==> config.mk <==
export PLATFORM = sky130hd
export DESIGN_NAME = extIrqCollector
export DESIGN_NICKNAME = d
export VERILOG_FILES = /design/src/rtl/extIrqPkg.sv /design/src/rtl/irqBusCtrl.sv /design/src/rtl/irqRegFile.sv /design/src/rtl/extIrqCollector.sv
export SDC_FILE = /design/constraint.sdc
export NUM_CORES = 1
export LEC_CHECK = 0
export BUFFER_PORTS_ARGS = -buffer_cell sky130_fd_sc_hd__clkbuf_2
export CAP_MARGIN = 20
export CELL_PAD_IN_SITES_DETAIL_PLACEMENT = 2
export CELL_PAD_IN_SITES_GLOBAL_PLACEMENT = 2
export CORE_MARGIN = 2
export CORE_UTILIZATION = 26
export CTS_BUF_LIST = sky130_fd_sc_hd__clkbuf_8
export CTS_CLUSTER_DIAMETER = 100
export DETAILED_ROUTE_END_ITERATION = 6
export PLACE_DENSITY_LB_ADDON = 0.1
export REMOVE_ABC_BUFFERS = 1
export SYNTH_ARGS = -nofsm -noshare
export SYNTH_HDL_FRONTEND = slang
export SYNTH_HIERARCHICAL = 1
export SYNTH_SLANG_ARGS = --single-unit
==> constraint.sdc <==
create_clock -name clk -period 1.1 [get_ports clk]
set_input_delay 0.055 -clock clk [delete_from_list [all_inputs] [get_ports clk]]
set_output_delay 0.055 -clock clk [all_outputs]
set_load 0.005 [all_outputs]
==> src/rtl/extIrqPkg.sv <==
package extIrqPkg;
  localparam int REG_W    = 32;
  localparam int IDX_W    = $clog2(REG_W);
  localparam int STRB_W   = REG_W / 8;
  localparam int TIMER_NUM = 0;

  typedef struct packed {
    logic             setEn;
    logic [IDX_W-1:0] setIdx;
    logic             timerEn;
    logic             clrEn;
    logic             maskEn;
  } ctrlStrobe_t;
endpackage

==> src/rtl/irqBusCtrl.sv <==
module irqBusCtrl
  import extIrqPkg::*;
#(
  parameter int REG_W_P  = REG_W,
  parameter int STRB_W_P = STRB_W
) (
  input  logic                clk,
  input  logic                rstN,
  input  logic                busValid,
  output logic                busReady,
  input  logic                busWrite,
  input  logic [STRB_W_P-1:0] busStrb,
  input  logic [REG_W_P-1:0]  busWdata,
  output logic                busRespValid,
  output logic                busErr,
  output logic [REG_W_P-1:0]  busRdata,
  input  logic                coreClrValid,
  input  logic                coreMaskValid,
  input  logic                timerAlarm,
  input  logic [REG_W_P-1:0]  pendingQ,
  output ctrlStrobe_t         ctl
);
  localparam int IDX_WL = $clog2(REG_W_P);

  logic accept;
  logic fullWord;
  logic unusedWdataHi;

  assign busReady = 1'b1;
  assign accept   = busValid & busReady;
  assign fullWord = &busStrb;
  assign unusedWdataHi = ^busWdata[REG_W_P-1:IDX_WL];

  always_comb begin
    ctl         = '0;
    ctl.setEn   = accept & busWrite & fullWord;
    ctl.setIdx  = ~busWdata[IDX_WL-1:0];
    ctl.timerEn = timerAlarm;
    ctl.clrEn   = coreClrValid;
    ctl.maskEn  = coreMaskValid;
  end

  always_ff @(posedge clk or negedge rstN) begin
    if (!rstN) begin
      busRespValid <= 1'b0;
      busErr       <= 1'b0;
      busRdata     <= '0;
    end else begin
      busRespValid <= accept;
      busErr       <= accept & ~fullWord;
      if (accept && !busWrite && fullWord) busRdata <= pendingQ;
    end
  end

  AST_RESP_FOLLOWS: assert property (@(posedge clk) disable iff (!rstN)
    accept |=> busRespValid);
  AST_BAD_STRB_ERR: assert property (@(posedge clk) disable iff (!rstN)
    (accept && !fullWord) |=> busErr);
endmodule

==> src/rtl/irqRegFile.sv <==
module irqRegFile
  import extIrqPkg::*;
#(
  parameter int REG_W_P = REG_W,
  parameter int TIMER_P = TIMER_NUM
) (
  input  logic               clk,
  input  logic               rstN,
  input  ctrlStrobe_t        ctl,
  input  logic [REG_W_P-1:0] clrData,
  input  logic [REG_W_P-1:0] maskData,
  output logic [REG_W_P-1:0] pendingQ,
  output logic [REG_W_P-1:0] maskQ,
  output logic               irqOut
);
  localparam int IDX_WL  = $clog2(REG_W_P);
  localparam int TIMER_B = REG_W_P - 1 - TIMER_P;

  logic [REG_W_P-1:0] setVec;
  logic [REG_W_P-1:0] clrVec;
  logic [REG_W_P-1:0] pendingD;

  for (genvar i = 0; i < REG_W_P; i++) begin : gSetBit
    if (i == TIMER_B) begin : gTimer
      assign setVec[i] = (ctl.setEn && ctl.setIdx == IDX_WL'(i)) || ctl.timerEn;
    end else begin : gPlain
      assign setVec[i] = ctl.setEn && ctl.setIdx == IDX_WL'(i);
    end
  end

  assign clrVec   = ctl.clrEn ? clrData : '0;
  assign pendingD = (pendingQ & ~clrVec) | setVec;

  always_ff @(posedge clk or negedge rstN) begin
    if (!rstN) begin
      pendingQ <= '0;
      maskQ    <= '0;
    end else begin
      pendingQ <= pendingD;
      if (ctl.maskEn) maskQ <= maskData;
    end
  end

  assign irqOut = |(pendingQ & maskQ);

  AST_SET_STICKS: assert property (@(posedge clk) disable iff (!rstN)
    ctl.setEn |=> pendingQ[$past(ctl.setIdx)]);
  AST_TIMER_TOP: assert property (@(posedge clk) disable iff (!rstN)
    ctl.timerEn |=> pendingQ[TIMER_B]);
  AST_MASK_LOAD: assert property (@(posedge clk) disable iff (!rstN)
    ctl.maskEn |=> maskQ == $past(maskData));
  AST_CLEAR_W1C: assert property (@(posedge clk) disable iff (!rstN)
    (ctl.clrEn && !ctl.setEn && !ctl.timerEn) |=> (pendingQ & $past(clrData)) == '0);
  AST_MASK_HOLD: assert property (@(posedge clk) disable iff (!rstN)
    !ctl.maskEn |=> $stable(maskQ));
endmodule

==> src/rtl/extIrqCollector.sv <==
module extIrqCollector
  import extIrqPkg::*;
(
  input  logic              clk,
  input  logic              rstN,
  input  logic              busValid,
  output logic              busReady,
  input  logic              busWrite,
  input  logic [STRB_W-1:0] busStrb,
  input  logic [REG_W-1:0]  busWdata,
  output logic              busRespValid,
  output logic              busErr,
  output logic [REG_W-1:0]  busRdata,
  input  logic              coreClrValid,
  input  logic [REG_W-1:0]  coreClrData,
  input  logic              coreMaskValid,
  input  logic [REG_W-1:0]  coreMaskData,
  input  logic              timerAlarm,
  output logic [REG_W-1:0]  corePending,
  output logic [REG_W-1:0]  coreMask,
  output logic              irqOut
);
  ctrlStrobe_t ctl;

  irqBusCtrl #(.REG_W_P(REG_W), .STRB_W_P(STRB_W)) u_ctrl (
    .clk(clk), .rstN(rstN),
    .busValid(busValid), .busReady(busReady), .busWrite(busWrite),
    .busStrb(busStrb), .busWdata(busWdata),
    .busRespValid(busRespValid), .busErr(busErr), .busRdata(busRdata),
    .coreClrValid(coreClrValid), .coreMaskValid(coreMaskValid),
    .timerAlarm(timerAlarm), .pendingQ(corePending), .ctl(ctl)
  );

  irqRegFile #(.REG_W_P(REG_W), .TIMER_P(TIMER_NUM)) u_regs (
    .clk(clk), .rstN(rstN), .ctl(ctl),
    .clrData(coreClrData), .maskData(coreMaskData),
    .pendingQ(corePending), .maskQ(coreMask), .irqOut(irqOut)
  );

  AST_BAD_STRB_NOEFFECT: assert property (@(posedge clk) disable iff (!rstN)
    (busValid && busReady && busStrb != '1 && !coreClrValid && !coreMaskValid && !timerAlarm)
      |=> $stable(corePending) && $stable(coreMask));
  AST_NO_IRQ_UNMASKED: assert property (@(posedge clk) disable iff (!rstN)
    (coreMask == '0) |-> !irqOut);
endmodule

==> results of run 1 <==
Yosys cell counts (2+ instances only):
| master | count |
|---|---|
| inv_1 | 5 |
| mux2_2 | 33 |
| buf_6 | 3 |
| nor3b_2 | 2 |
| buf_2 | 5 |
| o21ai_0 | 12 |
| nand4_1 | 5 |
| a22o_1 | 12 |
| nor2_1 | 2 |
| nor2b_1 | 2 |
| mux2_4 | 30 |
| a22oi_2 | 2 |
| nand2b_1 | 3 |
| a22oi_1 | 14 |
| o31ai_1 | 4 |
| nand2_1 | 50 |
| a32o_1 | 4 |
| buf_4 | 4 |
| nand4b_1 | 3 |
| dfrtp_1 | 98 |
| clkbuf_1 | 4 |
path summary, 6_finish.rpt:
path | slack (ns) | cells past startpoint | end
max | -0.77 | 4 | irqOut
min | -0.0008 | 4 | u_regs/pendingQ[25]
max reg2reg | 0.06 | 3 | u_ctrl/busRdata[20]
min reg2reg | 0.52 | 1 | u_ctrl/busRdata[13]
max in group asynchronous | 0.54 | 3 | u_regs/maskQ[9]
min in group asynchronous | 0.07 | 2 | u_ctrl/busRdata[18]
repair_timing:
item | 4_1_cts | 5_1_grt
setup buffers | 13 | 43
cloned | 0 | 0
resized for setup | 37 | 81
hold endpoints to repair | 163 | 0
hold buffers | 66 | 0
setup endpoints to repair | 32 | 62
pin swaps | 4 | 5
critical path, stage by stage, from the launching register on:
cell and delay, ns:
dfrtp_1 0.41, a22oi_2 0.21, nand4_1 0.15, or4_1 0.52, buf_2 0.16
registers in the layout, indices dropped and copies added, names as in the netlist:
name,flops
u_ctrl/busErr,1
u_ctrl/busRdata,32
u_ctrl/busRespValid,1
u_regs/maskQ,32
u_regs/pendingQ,32
per-stage QoR:
| stage | TNS (ns) | utilization [%] | cells |
|---|---|---|---|
| 3_5_place_dp | -12.39 | 37.9 | 775 |
| 4_1_cts | -1.03 | 44.5 | 861 |
| 5_1_grt | -2.62 | 47.5 | 878 |
| 3_3_place_gp | -9.89 | 37.9 | 775 |
| 2_1_floorplan | -28.95 | - | 290 |
| 6_report | -0.875 | 47.5 | 878 |
power groups by stage:
stage	clock network, W	registers [W]	logic (W)
final	0.00247	0.00386	0.00139
after global routing	0.00272	0.00388	0.00151
after CTS	0.00255	0.00385	0.00124
after detailed placement	0	0.00390	0.00100
after global placement	0	0.00389	0.000984
after floorplan	0	0.00392	0.000228
cell families after synthesis:
group / synth area share [%]
buffers and inverters: 2.95
other: 0.0903
muxes: 20.1
DFF: 59.1
and+or+nand+nor: 8.92
AOI/OAI and AO/OA: 8.92
layer usage:
| metal | track usage (%) | vias to the layer above | wire [um] |
|---|---|---|---|
| li1 | - | 1792 | - |
| met1 | 25.1 | 1991 | 7170 |
| met2 | 34.0 | 109 | 8860 |
| met3 | 4.48 | 13 | 870 |
| met4 | 4.69 | 0 | 172 |
| met5 | 0 | - | 0 |
cell type report:
class / instances / area, um2 / area share (%)
tap: 216 / 270 / 3.61
multi-input combinational: 187 / 1620 / 21.7
timing repair buffer: 356 / 2920 / 39.1
sequential: 98 / 2450 / 32.8
clock inverter: 5 / 46.3 / 0.619
clock buffer: 11 / 151 / 2.02
inverter: 5 / 18.8 / 0.251
==> metrics.cfg, run 1 <==
[synth]
synth_top_area_share_pct = 59.1
synth_edf_count = 0
synth.cell_area_um2 = 4150
async_flop_share_pct = 100
ys_ff_latch = 98
yosysWarnings = 6
synth_flop_cell = dfrtp_1
synth_area_leaders = dfrtp_1, mux2_4, mux2_2, nand2_1, a22oi_1
synth-seq-area-share_pct = 59.1
synth_cell_types = 30
synth_area_per_cell_um2 = 13.6
synth_top_area_cell = dfrtp_1
synth_cells = 306

[floorplan]
io_pins = 207
die_h_um = 130
core_area_um2 = 15800
initial_core_util_pct = 26.3
die_area_um2 = 17000
row_count = 46
die_x_um = 130

[flow_run]
drv_cap = 0

[worst_setup_path]
cp_data_required_time_ns = 1.04
critPathMaxFanout = 2
crit_path_start = u_regs/maskQ[3]
r2r_start = u_regs/pendingQ[20]
critPathArrivalTime_ns = 1.82
worstSetupEndpointType = primary output
worstSetupStartpointType = flip-flop
crit_type = reg -> out

[status]
violations = hold timing, setup timing
status = finished, violations left

[sta]
fin_ws_ns = -0.773
fmax_mhz = 534
period_needed_ns = 1.87
period_share_pct = 170
timing_hold_violations_final = 1
finalSetupViolCount = 3
clock-skew-final_ns = 0.00621
whs_ns = -0.000801
rsz0062_at_grt = true
worstMarginPinSlew_ns = 0.534
final_max_slew_viol_count = 0
slew_headroom_pct = 64.3

[grt]
grt_max_degree = 42
grt_pass1_wl_um = 25000
track_usage_pct = 19.6
antenna_found_initial = 0
grt_pass1_vias = 4436
grt-ovfl-total = 0

[power_and_ir_drop]
seq_power_share_pct = 50.0
peakVddDrop_uv = 646
p_sw_w = 0.00197
power.total_w = 0.00772
p_leak_nw = 3.74
power.density_nw_per_um2 = 1030
internal_power_w = 0.00574
power_frac_clock_pct = 32.0
switching_share_pct = 25.6
pwr-share-comb_pct = 18.0

[clocking]
cts_root_buf = clkbuf_8
cts_max_level = 3
cts_sinks = 98
cts_tree = built
cts_made_buffers = 9
worstSkewPairLatency_ns = 0.38
clkTransAtPathRegs_ns = 0.09
cts_buffer_depth = 2

[cells_and_area]
antenna_cells = 0
mostFrequentLayoutCells = clkbuf_2, dfrtp_1, buf_6
syn_to_final_growth_pct = 80.2
drive_above_1_share_pct = 57.9
final_common_cell = clkbuf_2
final_nets = 764
fin_area_um2 = 7480
nFillCells = 1659

[detailed_routing]
drc = 0
vias_per_cell = 4.45
vias = 3905
drtIter0Drc = 96
antenna_left = 0
routed_wl_um = 17100
wl_per_cell_um = 19.4
dr.pass1.iters = 4

[placement]
placed_area_um2 = 5980
finalWeightedCongestion = 0.765
place_ws_ns = -0.401
dp_hpwl_um = 11800
port_buffers = 178

[min_path]
hold_path.class = in -> reg
hold_start = coreClrData[25]

No activity file was read; power rests on OpenSTA's default activity.
==> inputs of run 2 (changes only) <==
--- a/config.mk
+++ b/config.mk
@@ -5,15 +5,17 @@
 export SDC_FILE = /design/constraint.sdc
 export NUM_CORES = 1
 export LEC_CHECK = 0
+export ABC_AREA = 1
 export BUFFER_PORTS_ARGS = -buffer_cell sky130_fd_sc_hd__clkbuf_2
 export CAP_MARGIN = 20
 export CELL_PAD_IN_SITES_DETAIL_PLACEMENT = 2
 export CELL_PAD_IN_SITES_GLOBAL_PLACEMENT = 2
 export CORE_MARGIN = 2
-export CORE_UTILIZATION = 26
+export CORE_UTILIZATION = 25
 export CTS_BUF_LIST = sky130_fd_sc_hd__clkbuf_8
 export CTS_CLUSTER_DIAMETER = 100
 export DETAILED_ROUTE_END_ITERATION = 6
+export MAX_ROUTING_LAYER = met4
 export PLACE_DENSITY_LB_ADDON = 0.1
 export REMOVE_ABC_BUFFERS = 1
 export SYNTH_ARGS = -nofsm -noshare
==> metrics.cfg, run 2 <==
[synth]
synth_top_area_share_pct = 55.5  ; was 59.1%
synth_area_per_cell_um2 = 9.75  ; was 13.6 um2
synth_cell_types = 25  ; was 30
ys_ff_latch = 98  ; unchanged
synth_flop_cell = dfrtp_1  ; unchanged
yosysWarnings = 6  ; unchanged
synth_area_leaders = dfrtp_1, nand2_1, mux2_4, nand3_1, o21ai_1  ; was dfrtp_1, mux2_4, mux2_2, nand2_1, a22oi_1
synth_top_area_cell = dfrtp_1  ; unchanged
async_flop_share_pct = 100  ; unchanged
synth_cells = 453  ; was 306
synth_common_cells = nand2_1, dfrtp_1, nand3_1, mux2_4, o21ai_1  ; was dfrtp_1, nand2_1, mux2_2, mux2_4, a22oi_1
synth_edf_count = 0  ; unchanged
synth.cell_area_um2 = 4420  ; was 4150 um2
synth-seq-area-share_pct = 55.5  ; was 59.1%
yosys.cell_count.top_type = nand2_1  ; was dfrtp_1

[worst_setup_path]
critPathBufInv = 1  ; unchanged
critPathArrivalTime_ns = 1.44  ; was 1.82 ns
crit_type = reg -> out  ; unchanged
worstSetupStartpointType = flip-flop  ; unchanged
crit_path_top_delay_cell = dfrtp_1  ; was or4_1
critPathMaxFanout = 2  ; unchanged
critPathMaxStageDelay_ns = 0.43  ; was 0.52 ns
worstSetupEndpointType = primary output  ; unchanged
path_cells = nand2_1 > nand2_2 > nor2_2 > nand2_2 > nor2_4 > nand2_1 > clkbuf_2  ; was a22oi_2 > nand4_1 > or4_1 > buf_2
r2r_slack_ns = 0.08  ; was 0.06 ns
cp_data_required_time_ns = 1.04  ; about the same
cpLargestDelayFamily = simple AND/OR/NAND/NOR gates  ; unchanged

[clocking]
cts_buffer_depth = 2  ; unchanged
cts_sinks = 98  ; unchanged
cts_made_buffers = 9  ; unchanged
cts_max_level = 3  ; unchanged
clkTransAtPathRegs_ns = 0.10  ; was 0.09 ns
cts_root_buf = clkbuf_8  ; unchanged
cts_tree = built  ; unchanged
worstSkewPairLatency_ns = 0.38  ; about the same

[flow_run]
drv_cap = 0  ; unchanged

[sta]
fmax_mhz = 668  ; was 534 MHz
fin_ws_ns = -0.396  ; was -0.773 ns
rsz0062_at_grt = true  ; unchanged
period_needed_ns = 1.50  ; was 1.87 ns
period_share_pct = 136  ; was 170%
clock-skew-final_ns = 0.00803  ; was 0.00621 ns
finalSetupViolCount = 7  ; was 3
final_max_slew_viol_count = 0  ; unchanged
timing_hold_violations_final = 0  ; was 1

[placement]
place_ws_ns = -0.0894  ; was -0.401 ns
finalWeightedCongestion = 0.740  ; was 0.765
placed_area_um2 = 5980  ; about the same
dp_hpwl_um = 12500  ; was 11800 um
port_buffers = 178  ; unchanged
dp_cells = 901  ; was 775

[floorplan]
die_area_um2 = 18700  ; was 17000 um2
core_area_um2 = 17300  ; was 15800 um2
die_h_um = 137  ; was 130 um
row_count = 48  ; was 46
die_x_um = 137  ; was 130 um
initial_core_util_pct = 25.5  ; was 26.3%
io_pins = 207  ; unchanged

[detailed_routing]
wl_per_cell_um = 18.4  ; was 19.4 um
routed_wl_um = 18400  ; was 17100 um
vias_per_cell = 4.38  ; was 4.45
drtIter0Drc = 136  ; was 96
antenna_left = 0  ; unchanged
dr.pass1.iters = 4  ; unchanged
vias = 4387  ; was 3905
drc = 0  ; unchanged

[cells_and_area]
final_common_cell = nand2_1  ; was clkbuf_2
drive_above_1_share_pct = 42.7  ; was 57.9%
antenna_cells = 0  ; unchanged
fin_area_um2 = 7340  ; was 7480 um2
syn_to_final_growth_pct = 66.1  ; was 80.2%
nFillCells = 1870  ; was 1659
final_core_util_pct = 42.4  ; was 47.5%
final_cells = 1001  ; was 878
top_regs = u_ctrl/busRdata x32, u_regs/maskQ x32, u_regs/pendingQ x32  ; unchanged
final_nets = 878  ; was 764
mostFrequentLayoutCells = nand2_1, clkbuf_2, dfrtp_1  ; was clkbuf_2, dfrtp_1, buf_6

[grt]
grt_max_degree = 78  ; was 42
grt-ovfl-total = 0  ; unchanged
antenna_found_initial = 0  ; unchanged
grt_pass1_wl_um = 28000  ; was 25000 um
track_usage_pct = 20.6  ; was 19.6%
grt_pass1_vias = 4950  ; was 4436

[power_and_ir_drop]
peakVddDrop_uv = 447  ; was 646 uV
power.total_w = 0.00749  ; was 0.00772 W
power.density_nw_per_um2 = 1020  ; was 1030 nW/um2
p_leak_nw = 3.94  ; was 3.74 nW

[min_path]
hold_path.class = in -> reg  ; unchanged

[status]
violations = setup timing  ; was hold timing, setup timing
status = finished, violations left  ; unchanged

run 2: cell count changes after synthesis, sizes merged, moves of 6 or more:
cell	previous run	this run
mux2	64	32
inv	5	12
a22o	12	0
a22oi	16	0
buf	12	21
o21ai	12	30
nand4	6	0
nor2	2	19
nand2	50	202
nand3	0	32
run 2: layout make-up:
| cell class | count | area (um2) | area share, % |
|---|---|---|---|
| repair buffers | 329 | 2650 | 36.1 |
| well taps | 225 | 282 | 3.84 |
| clock buffers | 10 | 138 | 1.88 |
| clock inverters | 6 | 35.0 | 0.477 |
| multi-input cells | 320 | 1740 | 23.6 |
| flip-flops and latches | 98 | 2450 | 33.4 |
| inverters | 13 | 48.8 | 0.665 |
run 2: logic make-up (layout without fill, tap and decap cells):
logic type	count (synthesis)	count (layout)	share of synthesized area, %
and+or+nand+nor	254	254	23.8
DFF	98	98	55.5
buffers and inverters	35	358	6.01
AOI/OAI and AO/OA	33	33	3.85
muxes	32	32	10.7
other	1	1	0.0849
run 2: path summary, 6_finish.rpt:
path,to,start,cells after the start
min reg2reg,u_ctrl/busRdata[20],u_ctrl/busRdata[20],2
max reg2reg,u_regs/maskQ[13],u_regs/maskQ[13],3
min in group asynchronous,u_regs/maskQ[23],rstN,3
max in group asynchronous,u_ctrl/busRdata[13],rstN,3
min,u_regs/pendingQ[31],busWdata[4],4
max,irqOut,u_regs/maskQ[6],7
run 2: stage by stage:
step | hold slack, ns | TNS (ns)
after detailed placement | 0.0849 | -0.871
final | 0.0293 | -0.862
after global routing | 0.0451 | -2.22
after floorplan | -0.241 | -2.38
after global placement | 0.0877 | -0.181
after CTS | 0.00339 | -0.730
run 2: tightest hold or removal path: cells and delay by family:
kind,cells,cell delay [ns]
and+or+nand+nor,1,0.10
buffers and inverters,2,0.14
AOI/OAI and AO/OA,1,0.09
run 2: per-layer routing:
metal / wire length [um] / up-vias / track usage, %
met3: 781 / 12 / 4.22
li1: - / 2074 / -
met2: 9520 / 102 / 34.6
met4: 166 / 0 / 4.93
met1: 7950 / 2199 / 25.5
met5: 0 / - / -
run 2: what timing repair did:
action | CTS | global route
buffers inserted | 10 | 32
hold buffers | 67 | 0
gates resized for setup | 25 | 79
setup endpoints to repair | 35 | 57
pin swaps | 6 | 6
endpoints found under the hold margin | 164 | 0
run 2: power by group:
| group | internal, W | total [W] | switching, W |
|---|---|---|---|
| combinational | 0.000820 | 0.00141 | 0.000591 |
| sequential | 0.00374 | 0.00385 | 0.000113 |
| clock | 0.000866 | 0.00223 | 0.00136 |
| total | 0.00542 | 0.00749 | 0.00206 |
